**src/rtl/sercfg_pkg.sv**
```systemverilog
package sercfg_pkg;
  typedef enum logic [2:0] {
    SC_CLEAR,
    SC_PROG,
    SC_IDLE,
    SC_DONE,
    SC_RUN
  } sc_mode_e;
endpackage

```
**src/rtl/sercfg_ctrl.sv**
```systemverilog
module sercfg_ctrl
  import sercfg_pkg::*;
#(
  parameter logic POL_DEFAULT = 1'b0
) (
  input  logic     clk,
  input  logic     rst,
  input  logic     ser_en,
  input  logic     cs_n,
  input  logic     rstoe,
  input  logic     pol_wr_en,
  input  logic     pol_bit,
  input  logic     done,
  output logic     pol_q,
  output sc_mode_e mode
);
  // polarity bit: 1 means the reset input clears when high
  always_ff @(posedge clk) begin
    if (rst) begin
      pol_q <= POL_DEFAULT;
    end else if (!ser_en && pol_wr_en) begin
      pol_q <= pol_bit;
    end
  end

  // priority: clear, programming, standby, exhausted, streaming
  always_comb begin
    if (rstoe == pol_q)  mode = SC_CLEAR;
    else if (!ser_en)    mode = SC_PROG;
    else if (cs_n)       mode = SC_IDLE;
    else if (done)       mode = SC_DONE;
    else                 mode = SC_RUN;
  end
endmodule

```
**src/rtl/sercfg_addr_ctr.sv**
```systemverilog
module sercfg_addr_ctr
  import sercfg_pkg::*;
#(
  parameter int AW        = 6,
  parameter int LAST_ADDR = 63
) (
  input  logic          clk,
  input  logic          rst,
  input  sc_mode_e      mode,
  output logic [AW-1:0] addr_q,
  output logic          done_q
);
  localparam logic [AW-1:0] LAST_A = AW'(LAST_ADDR);

  logic at_last;
  assign at_last = (addr_q == LAST_A);

  always_ff @(posedge clk) begin
    if (rst || mode == SC_CLEAR) begin
      addr_q <= '0;
      done_q <= 1'b0;
    end else if (mode == SC_RUN) begin
      if (at_last) done_q <= 1'b1;
      else         addr_q <= addr_q + AW'(1);
    end
  end
endmodule

```
**src/rtl/sercfg_bitstore.sv**
```systemverilog
module sercfg_bitstore #(
  parameter int DEPTH = 64,
  parameter int AW    = 6
) (
  input  logic          clk,
  input  logic          we,
  input  logic [AW-1:0] waddr,
  input  logic          wbit,
  input  logic          re,
  input  logic [AW-1:0] raddr,
  output logic          rbit
);
  logic mem [DEPTH];

  always_ff @(posedge clk) begin
    if (we) mem[waddr] <= wbit;
  end

  // registered read port, RAM-inferable
  always_ff @(posedge clk) begin
    if (re) rbit <= mem[raddr];
  end
endmodule

```
**src/rtl/sercfg_mem.sv**
```systemverilog
module sercfg_mem
  import sercfg_pkg::*;
#(
  parameter int   DEPTH       = 64,
  parameter int   LAST_ADDR   = DEPTH - 1,
  parameter logic POL_DEFAULT = 1'b0,
  localparam int  AW          = (DEPTH > 1) ? $clog2(DEPTH) : 1
) (
  input  logic          clk,
  input  logic          rst,
  input  logic          ser_en,
  input  logic          cs_n,
  input  logic          rstoe,
  input  logic          wr_en,
  input  logic [AW-1:0] wr_addr,
  input  logic          wr_bit,
  input  logic          pol_wr_en,
  input  logic          pol_bit,
  output logic          data_o,
  output logic          data_oe,
  output logic          casc_n
);
  sc_mode_e      mode;
  logic          pol_q;
  logic [AW-1:0] addr_q;
  logic          done_q;
  logic          rbit;
  logic          oe_q;

  sercfg_ctrl #(.POL_DEFAULT(POL_DEFAULT)) u_ctrl (
    .clk(clk), .rst(rst), .ser_en(ser_en), .cs_n(cs_n), .rstoe(rstoe),
    .pol_wr_en(pol_wr_en), .pol_bit(pol_bit), .done(done_q),
    .pol_q(pol_q), .mode(mode)
  );

  sercfg_addr_ctr #(.AW(AW), .LAST_ADDR(LAST_ADDR)) u_ctr (
    .clk(clk), .rst(rst), .mode(mode), .addr_q(addr_q), .done_q(done_q)
  );

  sercfg_bitstore #(.DEPTH(DEPTH), .AW(AW)) u_store (
    .clk(clk), .we(wr_en && mode == SC_PROG), .waddr(wr_addr), .wbit(wr_bit),
    .re(mode == SC_RUN), .raddr(addr_q), .rbit(rbit)
  );

  always_ff @(posedge clk) begin
    if (rst) oe_q <= 1'b0;
    else     oe_q <= (mode == SC_RUN);
  end

  assign data_oe = oe_q;
  assign data_o  = rbit & oe_q;
  assign casc_n  = ~done_q;
endmodule

```
**config.mk**
```make
export PLATFORM = sky130hd
export DESIGN_NAME = sercfg_mem
export DESIGN_NICKNAME = d
export VERILOG_FILES = /design/src/rtl/sercfg_pkg.sv /design/src/rtl/sercfg_ctrl.sv /design/src/rtl/sercfg_addr_ctr.sv /design/src/rtl/sercfg_bitstore.sv /design/src/rtl/sercfg_mem.sv
export SDC_FILE = /design/constraint.sdc
export NUM_CORES = 1
export LEC_CHECK = 0
export BUFFER_PORTS_ARGS = -buffer_cell sky130_fd_sc_hd__buf_2
export CAP_MARGIN = 40
export CORE_UTILIZATION = 53
export CTS_CLUSTER_SIZE = 16
export DETAILED_ROUTE_END_ITERATION = 12
export PLACE_DENSITY = 0.71
export SETUP_SLACK_MARGIN = 0.15
export SYNTH_ARGS = -nofsm -noshare
export SYNTH_HDL_FRONTEND = slang
export SYNTH_HIERARCHICAL = 1
export SYNTH_SLANG_ARGS = --single-unit
```
**constraint.sdc**
```tcl
create_clock -name clk -period 6 [get_ports clk]
set_clock_uncertainty 0.1 [all_clocks]
set_input_delay 0.3 -clock clk [delete_from_list [all_inputs] [get_ports clk]]
set_output_delay 0.3 -clock clk [all_outputs]
set_load 0.05 [all_outputs]
```
==> metrics.md, run 1 <==
| Metric | Value |
|---|---|
| R2r setup slk | `between 3 and 4 ns` |
| Cells on worst reg2reg path | `4` |
| Slew margin rel. | `0.558` |
| Syn Nets | `276` |
| Diode count | `0` |
| Pin count of the biggest net entering global routing | `55` |
| Hold Startpoint | `rst` |
| Synthesized area | `3430 um2` |
| Area of the multi-input gates | `1240 um2` |
| DR iter-0 viols | `193` |
| Ys flop type | `edfxtp_1` |
| Pint | `about 0.00081 W` |
| Final Cycle Share | `0.443` |
| Worst Hold End | `u_ctr/addr_q[1]$_SDFFE_PP0P_` |
| Sequential share of the synthesized area | `0.622` |
| Clock sinks | `74` |
| Psw | `0.000208 W` |
| Top post-synthesis cells by area | `edfxtp_1, nor2_1, mux4_2` |
| DRT antenna net count | `0` |
| Pre-antenna DRT Iters | `4` |
| FF/Latch Area | `~2100 um2` |
| Max-slew violation count | `0` |
| Most common cell in the netlist | `nor2_1` |
| Biggest area consumer among synthesized cells | `edfxtp_1` |
| Synth warnings | `6` |
| CTS Buffer Depth | `2` |
| Crit Path Category | `register to register` |
| Post-route minimum period | `2.66 ns` |
| CTS tree | `done` |
| Max Fclk | `376 MHz` |
| Die area | `6800 um2` |
| Worst Path Required | `5.99 ns` |
| Wire per inst | `about 18 um` |
| Vias after detailed routing | `2160` |
| Placeable Area | `6100 um2` |
| Cell family with the largest share of critical-path delay | `multiplexers` |
| Antenna violations before repair | `0` |
| Placed instance count | `343` |
| Most frequent cells after synthesis | `nor2_1, edfxtp_1, nand3_1` |
| Post-synth ARST share | `0` |
| Comb power frac | `0.047` |
| Pwr Density | `266 nW/um2` |
| IO buf count | `17` |
| Starting Density | `0.563` |
| Worst-Skew Late Latency | `~0.34 ns` |
| Post-cts resize count | `0` |
| Nets@finish | `295` |
| Syn_area_per_cell | `13.2 um2` |
| Register share of total power | `0.550` |
| Max_cap viols | `0` |
| CTS buffer count | `9` |
| # IOs | `18` |
| Cells after Synth | `between 200 and 300` |
| Crit-path max cell delay | `approximately 0.74 ns` |
| CTS clk-pin slew, worst paths | `roughly 0.07 ns` |
| Unique masters post-synth | `48` |
| Slowest CP cell | `dfxtp_1` |
| Share of layout cells above drive strength 1 | `0.183` |
| Worst R2R End | `u_store/rbit$_DFFE_PP_` |
| Tot GR Track Use | `0.226` |
| Critical path fanouts, max | `16` |
| HP Class | `primary input to register` |
| Critical path arrival | `between 2 and 3 ns` |
| Max rail drop VDD | `between 150 and 200 uV` |
| Fin cells | `between 300 and 400` |
| Clock network power share | `0.403` |
| Setup total negative slack | `0 ns` |
| Final setup viols | `0` |
| Vias in the first global route | `2082` |
| Top-area cell type share of the netlist area | `0.569` |
| Via-to-Cell Ratio | `6.02` |
| First-pass GRT wire length | `10500 um` |
| Routability Congestion | `0.763` |
| DRC viols | `0` |
| Die Width | `82.4 um` |
| Area growth from synthesis to layout | `11.6%` |
| Layout fillers | `505` |
| # rows | `28` |
| Startpoint class of the critical path | `register` |
| Fin. Hold Viols | `0` |
| Clock root buffer | `clkbuf_8` |
| Number of flops mapped to enable cells by yosys | `65` |
| Status | `finished clean` |
| Hold depth | `2` |
| Buffers plus inverters on the worst setup path | `0` |
| #FFs+latches synth | `74` |
| # hold bufs at CTS | `0` |
| Static leakage | `1.18 nW` |
| Least-Margin Pin Slew | `0.661 ns` |
| Crit-path cells | `mux4_1, mux4_2, or2_0, a32o_1` |
| Hpwl dp | `4290 um` |
| Worst R2R Start | `u_ctr/addr_q[1]$_SDFFE_PP0P_` |
| Sw frac | `0.204` |
| CP endpoint kind | `register` |
| Grt total ovfl | `0` |
| Die Y | `82.4 um` |
| Setup bufs post-CTS | `0` |
| RSZ-0062 raised after global routing | `no` |
| Total wire length | `between 6000 and 7000 um` |
| H-tree Lvls | `3` |
per-stage QoR:
step	hold slack, ns	power (W)	worst slack, ns	utilization	instance area, um2
after floorplan	0.269	0.000600	3.73	-	3430
after global placement	0.436	0.000617	3.38	0.583	3550
after detailed placement	0.380	0.000621	3.33	0.593	3620
after CTS	0.113	0.00103	3.32	0.628	3830
after global routing	0.135	0.00105	3.24	0.628	3830
final	0.128	0.00102	3.34	0.628	3830
state kept, by name, summed over array words and instances, names as in the netlist:
register	cells
data_oe	1
u_ctr/done_q	1
u_store/rbit	1
u_store/mem	64
u_ctrl/pol_q	1
u_ctr/addr_q	6
placed cells by master, fill, tap and decap left out, types with 2 or more instances in the layout:
cell	instances
nor4b_2	2
clkinv_2	2
nand2b_1	3
nand4_1	5
buf_2	17
a22oi_1	2
edfxtp_1	65
bufinv_16	2
nand3b_1	5
a31oi_1	2
o21ai_0	3
and3_1	2
a21oi_1	4
nor2b_1	6
mux4_2	10
inv_1	2
clkbuf_8	9
dfxtp_1	9
nor2_1	70
mux4_1	7
clkbuf_1	2
nand3_1	13
nand2_1	8
nor3_1	4
layer usage:
metal | routed length [um] | vias up | part of all wire | global-route usage
li1 | - | 1024 | - | -
met5 | 0 | - | 0 | 0
met2 | 3300 | 62 | 0.50 | 0.369
met1 | 2970 | 1072 | 0.45 | 0.290
met4 | 27 | 0 | 0.0041 | 0.119
met3 | 320 | 2 | 0.048 | 0.0396
how the worst max path moves through the flow:
| stage | start | end | slack [ns] | cells after the start |
|---|---|---|---|---|
| 5_1_grt | u_ctr/addr_q[1]$_SDFFE_PP0P_ | u_store/rbit$_DFFE_PP_ | 3.24 | 4 |
| 3_5_place_dp | u_ctr/addr_q[1]$_SDFFE_PP0P_ | u_store/rbit$_DFFE_PP_ | 3.33 | 4 |
| 6_report | u_ctr/addr_q[1]$_SDFFE_PP0P_ | u_store/rbit$_DFFE_PP_ | 3.34 | 4 |
| 4_1_cts | u_ctr/addr_q[1]$_SDFFE_PP0P_ | u_store/rbit$_DFFE_PP_ | 3.32 | 4 |
| 2_1_floorplan | u_ctr/addr_q[1]$_SDFFE_PP0P_ | u_store/rbit$_DFFE_PP_ | 3.73 | 5 |
| 3_3_place_gp | u_ctr/addr_q[1]$_SDFFE_PP0P_ | u_store/rbit$_DFFE_PP_ | 3.38 | 4 |
cell families after synthesis:
group	Yosys count	synth area share
adder cells (fa/ha/maj)	1	0.00365
AND/OR/NAND/NOR	133	0.195
XOR/XNOR	1	0.00255
flip-flops	74	0.622
AO/OA/AOI/OAI	20	0.0398
buffers and inverters	14	0.0179
multiplexers	17	0.119
power groups by stage:
stage	clock (W)	sequential [W]	combinational, W
4_1_cts	0.000419	0.000561	0.0000483
3_3_place_gp	0	0.000574	0.0000424
2_1_floorplan	0	0.000573	0.0000267
6_report	0.000410	0.000561	0.0000479
5_1_grt	0.000440	0.000561	0.0000521
3_5_place_dp	0	0.000573	0.0000481
cell type report:
cell class              count  share of cell area
inverters                   2             0.00196
clock inverters             5              0.0206
well taps                  75              0.0245
multi-input cells         172               0.323
flip-flops and latches     74               0.557
repair buffers             20              0.0386
clock buffers              11              0.0343
(Power assumes the default switching activity.)
==> inputs of run 2 (changes only) <==
--- a/config.mk
+++ b/config.mk
@@ -5,12 +5,13 @@
 export SDC_FILE = /design/constraint.sdc
 export NUM_CORES = 1
 export LEC_CHECK = 0
+export ABC_AREA = 1
 export BUFFER_PORTS_ARGS = -buffer_cell sky130_fd_sc_hd__buf_2
 export CAP_MARGIN = 40
 export CORE_UTILIZATION = 53
 export CTS_CLUSTER_SIZE = 16
 export DETAILED_ROUTE_END_ITERATION = 12
-export PLACE_DENSITY = 0.71
+export PLACE_DENSITY = 0.73
 export SETUP_SLACK_MARGIN = 0.15
 export SYNTH_ARGS = -nofsm -noshare
 export SYNTH_HDL_FRONTEND = slang
==> constraint.sdc (replaced) <==
create_clock -name clk -period 2.41 [get_ports clk]
set_clock_uncertainty 0.1 [all_clocks]
set_input_delay 0.1205 -clock clk [delete_from_list [all_inputs] [get_ports clk]]
set_output_delay 0.1205 -clock clk [all_outputs]
set_load 0.05 [all_outputs]
==> run 2 against run 1 <==
  * Largest power group unchanged
  * Synthesized area grew 5.6%
  * Power grew to 2.6 times the previous value
  * Via count grew 30%
  * Hold slack lost 0.064 ns
  * Sequential power grew 150%
  * Critical path depth grew 3
  * Utilization shrank 0.74 points
  * Cell count grew 41%
  * Register-to-register slack lost 3.0 ns
  * Cell area grew 4.7%
==> metrics.md, run 2 <==
| Metric | Value |
|---|---|
| Startpoint class of the critical path | `register` |
| Crit-path max cell delay | `0.33 ns (-0.41 ns)` |
| Starting Density | `0.561 (-0.00177)` |
| Number of flops mapped to enable cells by yosys | `65 (unchanged)` |
| Via-to-Cell Ratio | `5.57 (-7.4%)` |
| CTS buffer count | `9 (unchanged)` |
| Worst-Skew Late Latency | `0.34 ns (about the same)` |
| Post-synth ARST share | `0 (unchanged)` |
| Worst Path Required | `2.36 ns (-3.63 ns)` |
| Total wire length | `7680 um (+16%)` |
| Syn_area_per_cell | `9.08 um2 (-31%)` |
| Nets@finish | `439 (+49%)` |
| Die Width | `84.7 um (+2.7%)` |
| Worst Hold End | `u_store/mem[37]$_DFFE_PP_` |
| Pre-antenna DRT Iters | `6 (+2)` |
| Critical path arrival | `1.98 ns (-0.67 ns)` |
| Least-Margin Pin Slew | `0.487 ns (-0.174 ns)` |
| Antenna violations before repair | `0 (unchanged)` |
| HP Class | `primary input to register` |
| Post-route design area | `4010 um2 (+4.7%)` |
| Placed cell area | `3750 um2 (+3.6%)` |
| Diode count | `0 (unchanged)` |
| Top post-synthesis cells by area | `edfxtp_1, nand2_1, nand3_1` |
| Hpwl dp | `5010 um (+17%)` |
| Unique masters post-synth | `25 (-48%)` |
| Commonest non-fill, non-tap cell in the layout | `nand2_1` |
| CTS tree | `done` |
| Synthesized area | `3620 um2 (+5.6%)` |
| Clock root buffer | `clkbuf_8` |
| #FFs+latches synth | `74 (unchanged)` |
| CTS Buffer Depth | `2 (unchanged)` |
| Cells on worst reg2reg path | `7 (+3)` |
| Syn Nets | `415 (+50%)` |
| CTS clk-pin slew, worst paths | `0.08 ns (about the same)` |
| Worst R2R Start | `u_ctrl/pol_q$_SDFFE_PP0P_` |
| Wire per inst | `15.2 um (-17%)` |
| Max_cap viols | `0 (unchanged)` |
| Setup bufs post-CTS | `0 (unchanged)` |
| Routability Congestion | `0.868 (+14%)` |
| Final Cycle Share | `0.841 (+0.398)` |
| Die area | `7170 um2 (+5.5%)` |
| Pwr Density | `651 nW/um2 (+140%)` |
| IO buf count | `17 (unchanged)` |
| # rows | `29 (+3.6%)` |
| R2r setup slk | `0.38 ns (-2.96 ns)` |
| Max rail drop VDD | `446 uV (+140%)` |
| Setup total negative slack | `0 ns (unchanged)` |
| Vias after detailed routing | `2814 (+30%)` |
| Ys flop type | `edfxtp_1` |
| Max-slew violation count | `0 (unchanged)` |
| Placeable Area | `6460 um2 (+6.0%)` |
| DRT antenna net count | `0 (unchanged)` |
| Met1 Wirelength | `3380 um (+14%)` |
| Top sig layer | `met4` |
| Top-area cell type share of the netlist area | `0.539 (-0.0303)` |
| Area growth from synthesis to layout | `10.6%` |
| Die Y | `84.7 um (+2.7%)` |
| Static leakage | `1.46 nW (+24%)` |
| Sequential share of the synthesized area | `0.589 (-0.0331)` |
| DR iter-0 viols | `251 (+30%)` |
| RSZ-0062 raised after global routing | `no` |
| Largest register FFs | `64 (unchanged)` |
| DRC viols | `0 (unchanged)` |
| Clock sinks | `74 (unchanged)` |
| Final setup viols | `0 (unchanged)` |
| Synth warnings | `6 (unchanged)` |
| Worst path most repeated cell | `nor2_1` |
| Tot GR Track Use | `0.232 (+0.00568)` |
| Top flop regs | `u_store/mem: 64 flops, u_ctr/addr_q: 6 flops` |
| Most common cell in the netlist | `nand2_1` |
| Slew margin rel. | `0.675 (+0.117)` |
| Metal3 WL | `515 um (+61%)` |
| # IOs | `18 (unchanged)` |
| Layout fillers | `562 (+11%)` |
| Fin. Hold Viols | `0 (unchanged)` |
| Max Fclk | `493 MHz (+31%)` |
| Most frequent cells in the layout | `nand2_1, nor2_1, edfxtp_1` |
| Pin count of the biggest net entering global routing | `47 (-15%)` |
| CP endpoint kind | `register` |
| Worst R2R End | `u_store/mem[19]$_DFFE_PP_` |
| Crit-path cells | `xnor2_1, nor2_1, nand2_1, nor3_1, buf_4, nand4_1, nor2_1` |
| First-pass GRT wire length | `12600 um (+19%)` |
| Crit Path Category | `register to register` |
| Slowest CP cell | `dfxtp_1` |
| Hold depth | `2 (unchanged)` |
| Largest Register | `u_store/mem` |
| Hold Startpoint | `wr_addr[1]` |
| Status | `finished clean` |
| Vias in the first global route | `2593 (+25%)` |
| Post-route minimum period | `2.03 ns (-0.630 ns)` |
| Cells after Synth | `399 (+53%)` |
| Share of layout cells above drive strength 1 | `0.126 (-0.0569)` |
| H-tree Lvls | `3 (unchanged)` |
| Biggest area consumer among synthesized cells | `edfxtp_1` |
| Most frequent cells after synthesis | `nand2_1, nor2_1, edfxtp_1, nand3_1, inv_1` |
| WL met2 | `3730 um (+13%)` |
| Critical path fanouts, max | `10 (-6)` |
| Grt total ovfl | `0 (unchanged)` |
## run 2: changes by cell type after synthesis, sizes merged, moves of 4 or more
cell / previous run / this run
nor4: 0 / 4
nor2: 71 / 79
buf: 2 / 12
nor2b: 6 / 0
nand3: 13 / 66
clkbuf: 10 / 0
inv: 2 / 31
nand2: 8 / 107
nand3b: 5 / 0
mux4: 17 / 0
## run 2: how the worst max path moves through the flow
stage                                    startpoint                         to  cells after the start
after floorplan           u_ctrl/pol_q$_SDFFE_PP0P_  u_store/mem[34]$_DFFE_PP_                      7
after global placement    u_ctrl/pol_q$_SDFFE_PP0P_  u_store/mem[35]$_DFFE_PP_                      7
after detailed placement  u_ctr/done_q$_SDFFE_PP0P_  u_store/mem[35]$_DFFE_PP_                      7
after CTS                 u_ctrl/pol_q$_SDFFE_PP0P_  u_store/mem[35]$_DFFE_PP_                      6
after global routing      u_ctr/done_q$_SDFFE_PP0P_  u_store/mem[29]$_DFFE_PP_                      7
final                     u_ctrl/pol_q$_SDFFE_PP0P_  u_store/mem[19]$_DFFE_PP_                      7
## run 2: final cells by class
class	instances	area, um2	area share
Sequential cell	74	2130	0.532
Inverter	32	126	0.0315
Tap cell	77	96.3	0.0240
Multi-Input combinational cell	281	1270	0.317
Clock buffer	11	131	0.0328
Timing Repair Buffer	25	165	0.0412
Clock inverter	5	86.3	0.0215
## run 2: cell families (layout without fill, tap and decap cells)
kind of cell | Yosys count | in the layout | synth area share
simple gates | 269 | 269 | 0.322
flops | 74 | 74 | 0.589
buf+inv | 44 | 73 | 0.0639
compound gates | 9 | 9 | 0.0169
xor+xnor | 2 | 2 | 0.00484
fa+ha+maj | 1 | 1 | 0.00345
## run 2: power by group
part	switching, W	internal (W)
sequential	0.00000364	0.00139
combinational	0.000112	0.0000453
clock	0.000463	0.000591
## run 2: worst max-delay path: cells and delay by family, from the launching register on
family / cells / cell delay (ns)
simple gates: 5 / 0.94
flops: 1 / 0.33
buf+inv: 1 / 0.20
xor+xnor: 1 / 0.15
## run 2: routing by layer
layer / up-vias / track usage
li1: 1388 / -
met1: 1311 / 0.312
met2: 111 / 0.375
met3: 4 / 0.0600
met4: 0 / 0.0647
met5: - / 0
## run 2: stage by stage
stage	total power (W)	utilization	hold WS, ns	setup slack (ns)	instances
after global placement	0.00157	0.577	0.262	0.380	485
after global routing	0.00270	0.620	0.0771	0.160	505
after detailed placement	0.00158	0.580	0.259	0.299	486
final	0.00261	0.620	0.0639	0.384	505
after floorplan	0.00152	-	0.0874	0.585	399
after CTS	0.00263	0.619	0.0482	0.257	505
## run 2: what timing repair did
action,4_1_cts,5_1_grt
hold buffers,3,0
gates resized for setup,0,2
endpoints found under the hold margin,4,0
endpoints found under the setup margin,0,3
==> inputs of run 3 (changes only) <==
--- a/config.mk
+++ b/config.mk
@@ -11,7 +11,7 @@
 export CORE_UTILIZATION = 53
 export CTS_CLUSTER_SIZE = 16
 export DETAILED_ROUTE_END_ITERATION = 12
-export PLACE_DENSITY = 0.73
+export PLACE_DENSITY = 0.7
 export SETUP_SLACK_MARGIN = 0.15
 export SYNTH_ARGS = -nofsm -noshare
 export SYNTH_HDL_FRONTEND = slang
==> constraint.sdc (replaced) <==
create_clock -name clk -period 2.1 [get_ports clk]
set_clock_uncertainty 0.1 [all_clocks]
set_input_delay 0.105 -clock clk [delete_from_list [all_inputs] [get_ports clk]]
set_output_delay 0.105 -clock clk [all_outputs]
set_load 0.05 [all_outputs]
==> run 3 against run 2 <==
  * First-iteration DRC count is 5.2% higher
  * Non-clock buffer count rose by 10
  * Sequential power is 14% higher
  * Worst setup slack lost 0.32 ns
  * Flip-flop and latch count is the same
  * Clock power fell by 7%
  * Critical path depth grew 1
  * Via count is 4.4% higher
  * Critical endpoint is now u_store/mem[27]$_DFFE_PP_
  * Largest power group unchanged
  * Highest routed layer unchanged
==> metrics.md, run 3 (synthesis results as in run 2) <==
| Metric | Value |
|---|---|
| Status | `finished clean` |
| Routability Congestion | `0.823 (-5.2%)` |
| Startpoint class of the critical path | `register` |
| Fin. Hold Viols | `0 (unchanged)` |
| Vias in the first global route | `2669 (+2.9%)` |
| Largest Register | `u_store/mem` |
| CTS Buffer Depth | `2 (unchanged)` |
| Max rail drop VDD | `404 uV (-9.5%)` |
| Grt total ovfl | `0 (unchanged)` |
| Crit Path Category | `register to register` |
| Commonest non-fill, non-tap cell in the layout | `nand2_1` |
| Die area | `7170 um2 (unchanged)` |
| Placeable Area | `6460 um2 (unchanged)` |
| Vias after detailed routing | `2938 (+4.4%)` |
| Hold depth | `2 (unchanged)` |
| Clock root buffer | `clkbuf_8` |
| Worst setup slack after layout | `0.0618 ns (-0.322 ns)` |
| Die Width | `84.7 um (unchanged)` |
| Critical path fanouts, max | `5 (-5)` |
| R2r setup slk | `0.06 ns (-0.32 ns)` |
| Hpwl dp | `5090 um (+1.7%)` |
| Post-route minimum period | `2.04 ns (+0.0118 ns)` |
| Cells on worst reg2reg path | `8 (+1)` |
| Worst Path Required | `2.05 ns (-0.31 ns)` |
| Nets@finish | `449 (+2.3%)` |
| # rows | `29 (unchanged)` |
| DRT antenna net count | `0 (unchanged)` |
| RSZ-0062 raised after global routing | `yes` |
| CTS clk-pin slew, worst paths | `0.08 ns (about the same)` |
| Critical path arrival | `1.99 ns (about the same)` |
| Worst R2R Start | `u_ctrl/pol_q$_SDFFE_PP0P_` |
| # IOs | `18 (unchanged)` |
| Worst R2R End | `u_store/mem[27]$_DFFE_PP_` |
| Least-Margin Pin Slew | `0.606 ns (+0.119 ns)` |
| CTS tree | `done` |
| Share of layout cells above drive strength 1 | `0.237 (+0.111)` |
| Hold Startpoint | `wr_addr[2]` |
| Final setup viols | `0 (unchanged)` |
| Pin count of the biggest net entering global routing | `36 (-23%)` |
| Antenna violations before repair | `0 (unchanged)` |
| Worst-Skew Late Latency | `0.34 ns (about the same)` |
| HP Class | `primary input to register` |
| Diode count | `0 (unchanged)` |
| Final Cycle Share | `0.971 (+0.130)` |
| DP Worst Slack | `-0.0368 ns (-0.335 ns)` |
| Layout fillers | `542 (-3.6%)` |
| Slew margin rel. | `0.595 (-0.0800)` |
| Wire per inst | `15.7 um (+3.5%)` |
| Via-to-Cell Ratio | `5.70 (+2.4%)` |
| First-pass GRT wire length | `12700 um (+1.2%)` |
| Die Y | `84.7 um (unchanged)` |
| DRC viols | `0 (unchanged)` |
| Max_cap viols | `0 (unchanged)` |
| Static leakage | `1.52 nW (+4.0%)` |
| Starting Density | `0.561 (unchanged)` |
| Clock sinks | `74 (unchanged)` |
| Max Fclk | `491 MHz (-0.58%)` |
| CP endpoint kind | `register` |
| Pre-antenna DRT Iters | `6 (unchanged)` |
| H-tree Lvls | `3 (unchanged)` |
| Worst Hold Margin | `0.0655 ns (+0.00152 ns)` |
| DR iter-0 viols | `264 (+5.2%)` |
| Worst Hold End | `u_store/mem[35]$_DFFE_PP_` |
| Most frequent cells in the layout | `nand2_1, edfxtp_1, nand3_1` |
| Total wire length | `8110 um (+5.6%)` |
| IO buf count | `17 (unchanged)` |
| Max-slew violation count | `0 (unchanged)` |
| Area growth from synthesis to layout | `17.4%` |
| Tot GR Track Use | `0.234 (+0.00213)` |
| Pwr Density | `657 nW/um2 (+0.94%)` |
| Largest register FFs | `64 (unchanged)` |
| Top flop regs | `u_store/mem: 64 flops, u_ctr/addr_q: 6 flops` |
| CTS buffer count | `9 (unchanged)` |
## run 3: changes by cell type in the layout (fill, tap and decap cells not counted), sizes merged
cell | previous run | this run
buf | 22 | 32
inv | 32 | 31
bufinv | 2 | 0
clkinv | 3 | 6
clkbuf | 11 | 10
clkinvlp | 0 | 1
## run 3: timing repair
action,4_1_cts,5_1_grt
resized for setup,7,58
cloned,0,1
endpoints found under the hold margin,4,0
endpoints found under the setup margin,17,64
pin swaps,1,9
buffers inserted,0,3
hold buffers,3,0
## run 3: critical path, stage by stage (launching register included)
cell     delay, ns
dfxtp_2       0.34
xnor2_2       0.15
nor2_2        0.17
nand2_2       0.09
nor3_4        0.28
buf_6         0.17
nand4_1       0.14
buf_4         0.20
nor2_2        0.09
## run 3: per-stage QoR
stage / cells / cell area, um2 / total power (W) / utilization / TNS, ns
after floorplan: 399 / 3620 / 0.00174 / - / 0
after global placement: 492 / 3790 / 0.00181 / 0.587 / 0
after detailed placement: 492 / 3790 / 0.00181 / 0.587 / -0.0368
after CTS: 511 / 4040 / 0.00277 / 0.626 / 0
after global routing: 515 / 4250 / 0.00289 / 0.658 / -0.00327
final: 515 / 4250 / 0.00279 / 0.658 / 0
## run 3: routing by layer
layer,part of all wire,track usage
met4,0.014,0.105
met1,0.42,0.306
met3,0.076,0.0590
met2,0.49,0.372
met5,0,0
## run 3: how the worst max path moves through the flow
stage	start	end	slack, ns	cells after the start
finish	u_ctrl/pol_q$_SDFFE_PP0P_	u_store/mem[27]$_DFFE_PP_	0.06	8
global route	u_ctrl/pol_q$_SDFFE_PP0P_	u_store/mem[34]$_DFFE_PP_	-0.002	7
CTS	u_ctr/done_q$_SDFFE_PP0P_	u_store/mem[19]$_DFFE_PP_	0.11	8
detailed placement	u_ctr/done_q$_SDFFE_PP0P_	u_store/mem[37]$_DFFE_PP_	-0.04	7
global placement	u_ctrl/pol_q$_SDFFE_PP0P_	u_store/mem[34]$_DFFE_PP_	0.09	6
floorplan	u_ctrl/pol_q$_SDFFE_PP0P_	u_store/mem[34]$_DFFE_PP_	0.28	7
## run 3: power by group
part / total [W] / internal (W) / switching [W]
Clock: 0.000974 / 0.000431 / 0.000543
Sequential: 0.00160 / 0.00160 / 0.00000405
Combinational: 0.000216 / 0.0000652 / 0.000151
## run 3: area by class of cell
type	instances	area, um2	share of cell area
sequential	74	2130	0.502
multi-input combinational	281	1460	0.344
timing repair buffer	35	259	0.0609
clock buffer	10	128	0.0300
inverter	32	126	0.0297
tap	77	96.3	0.0227
clock inverter	6	43.8	0.0103
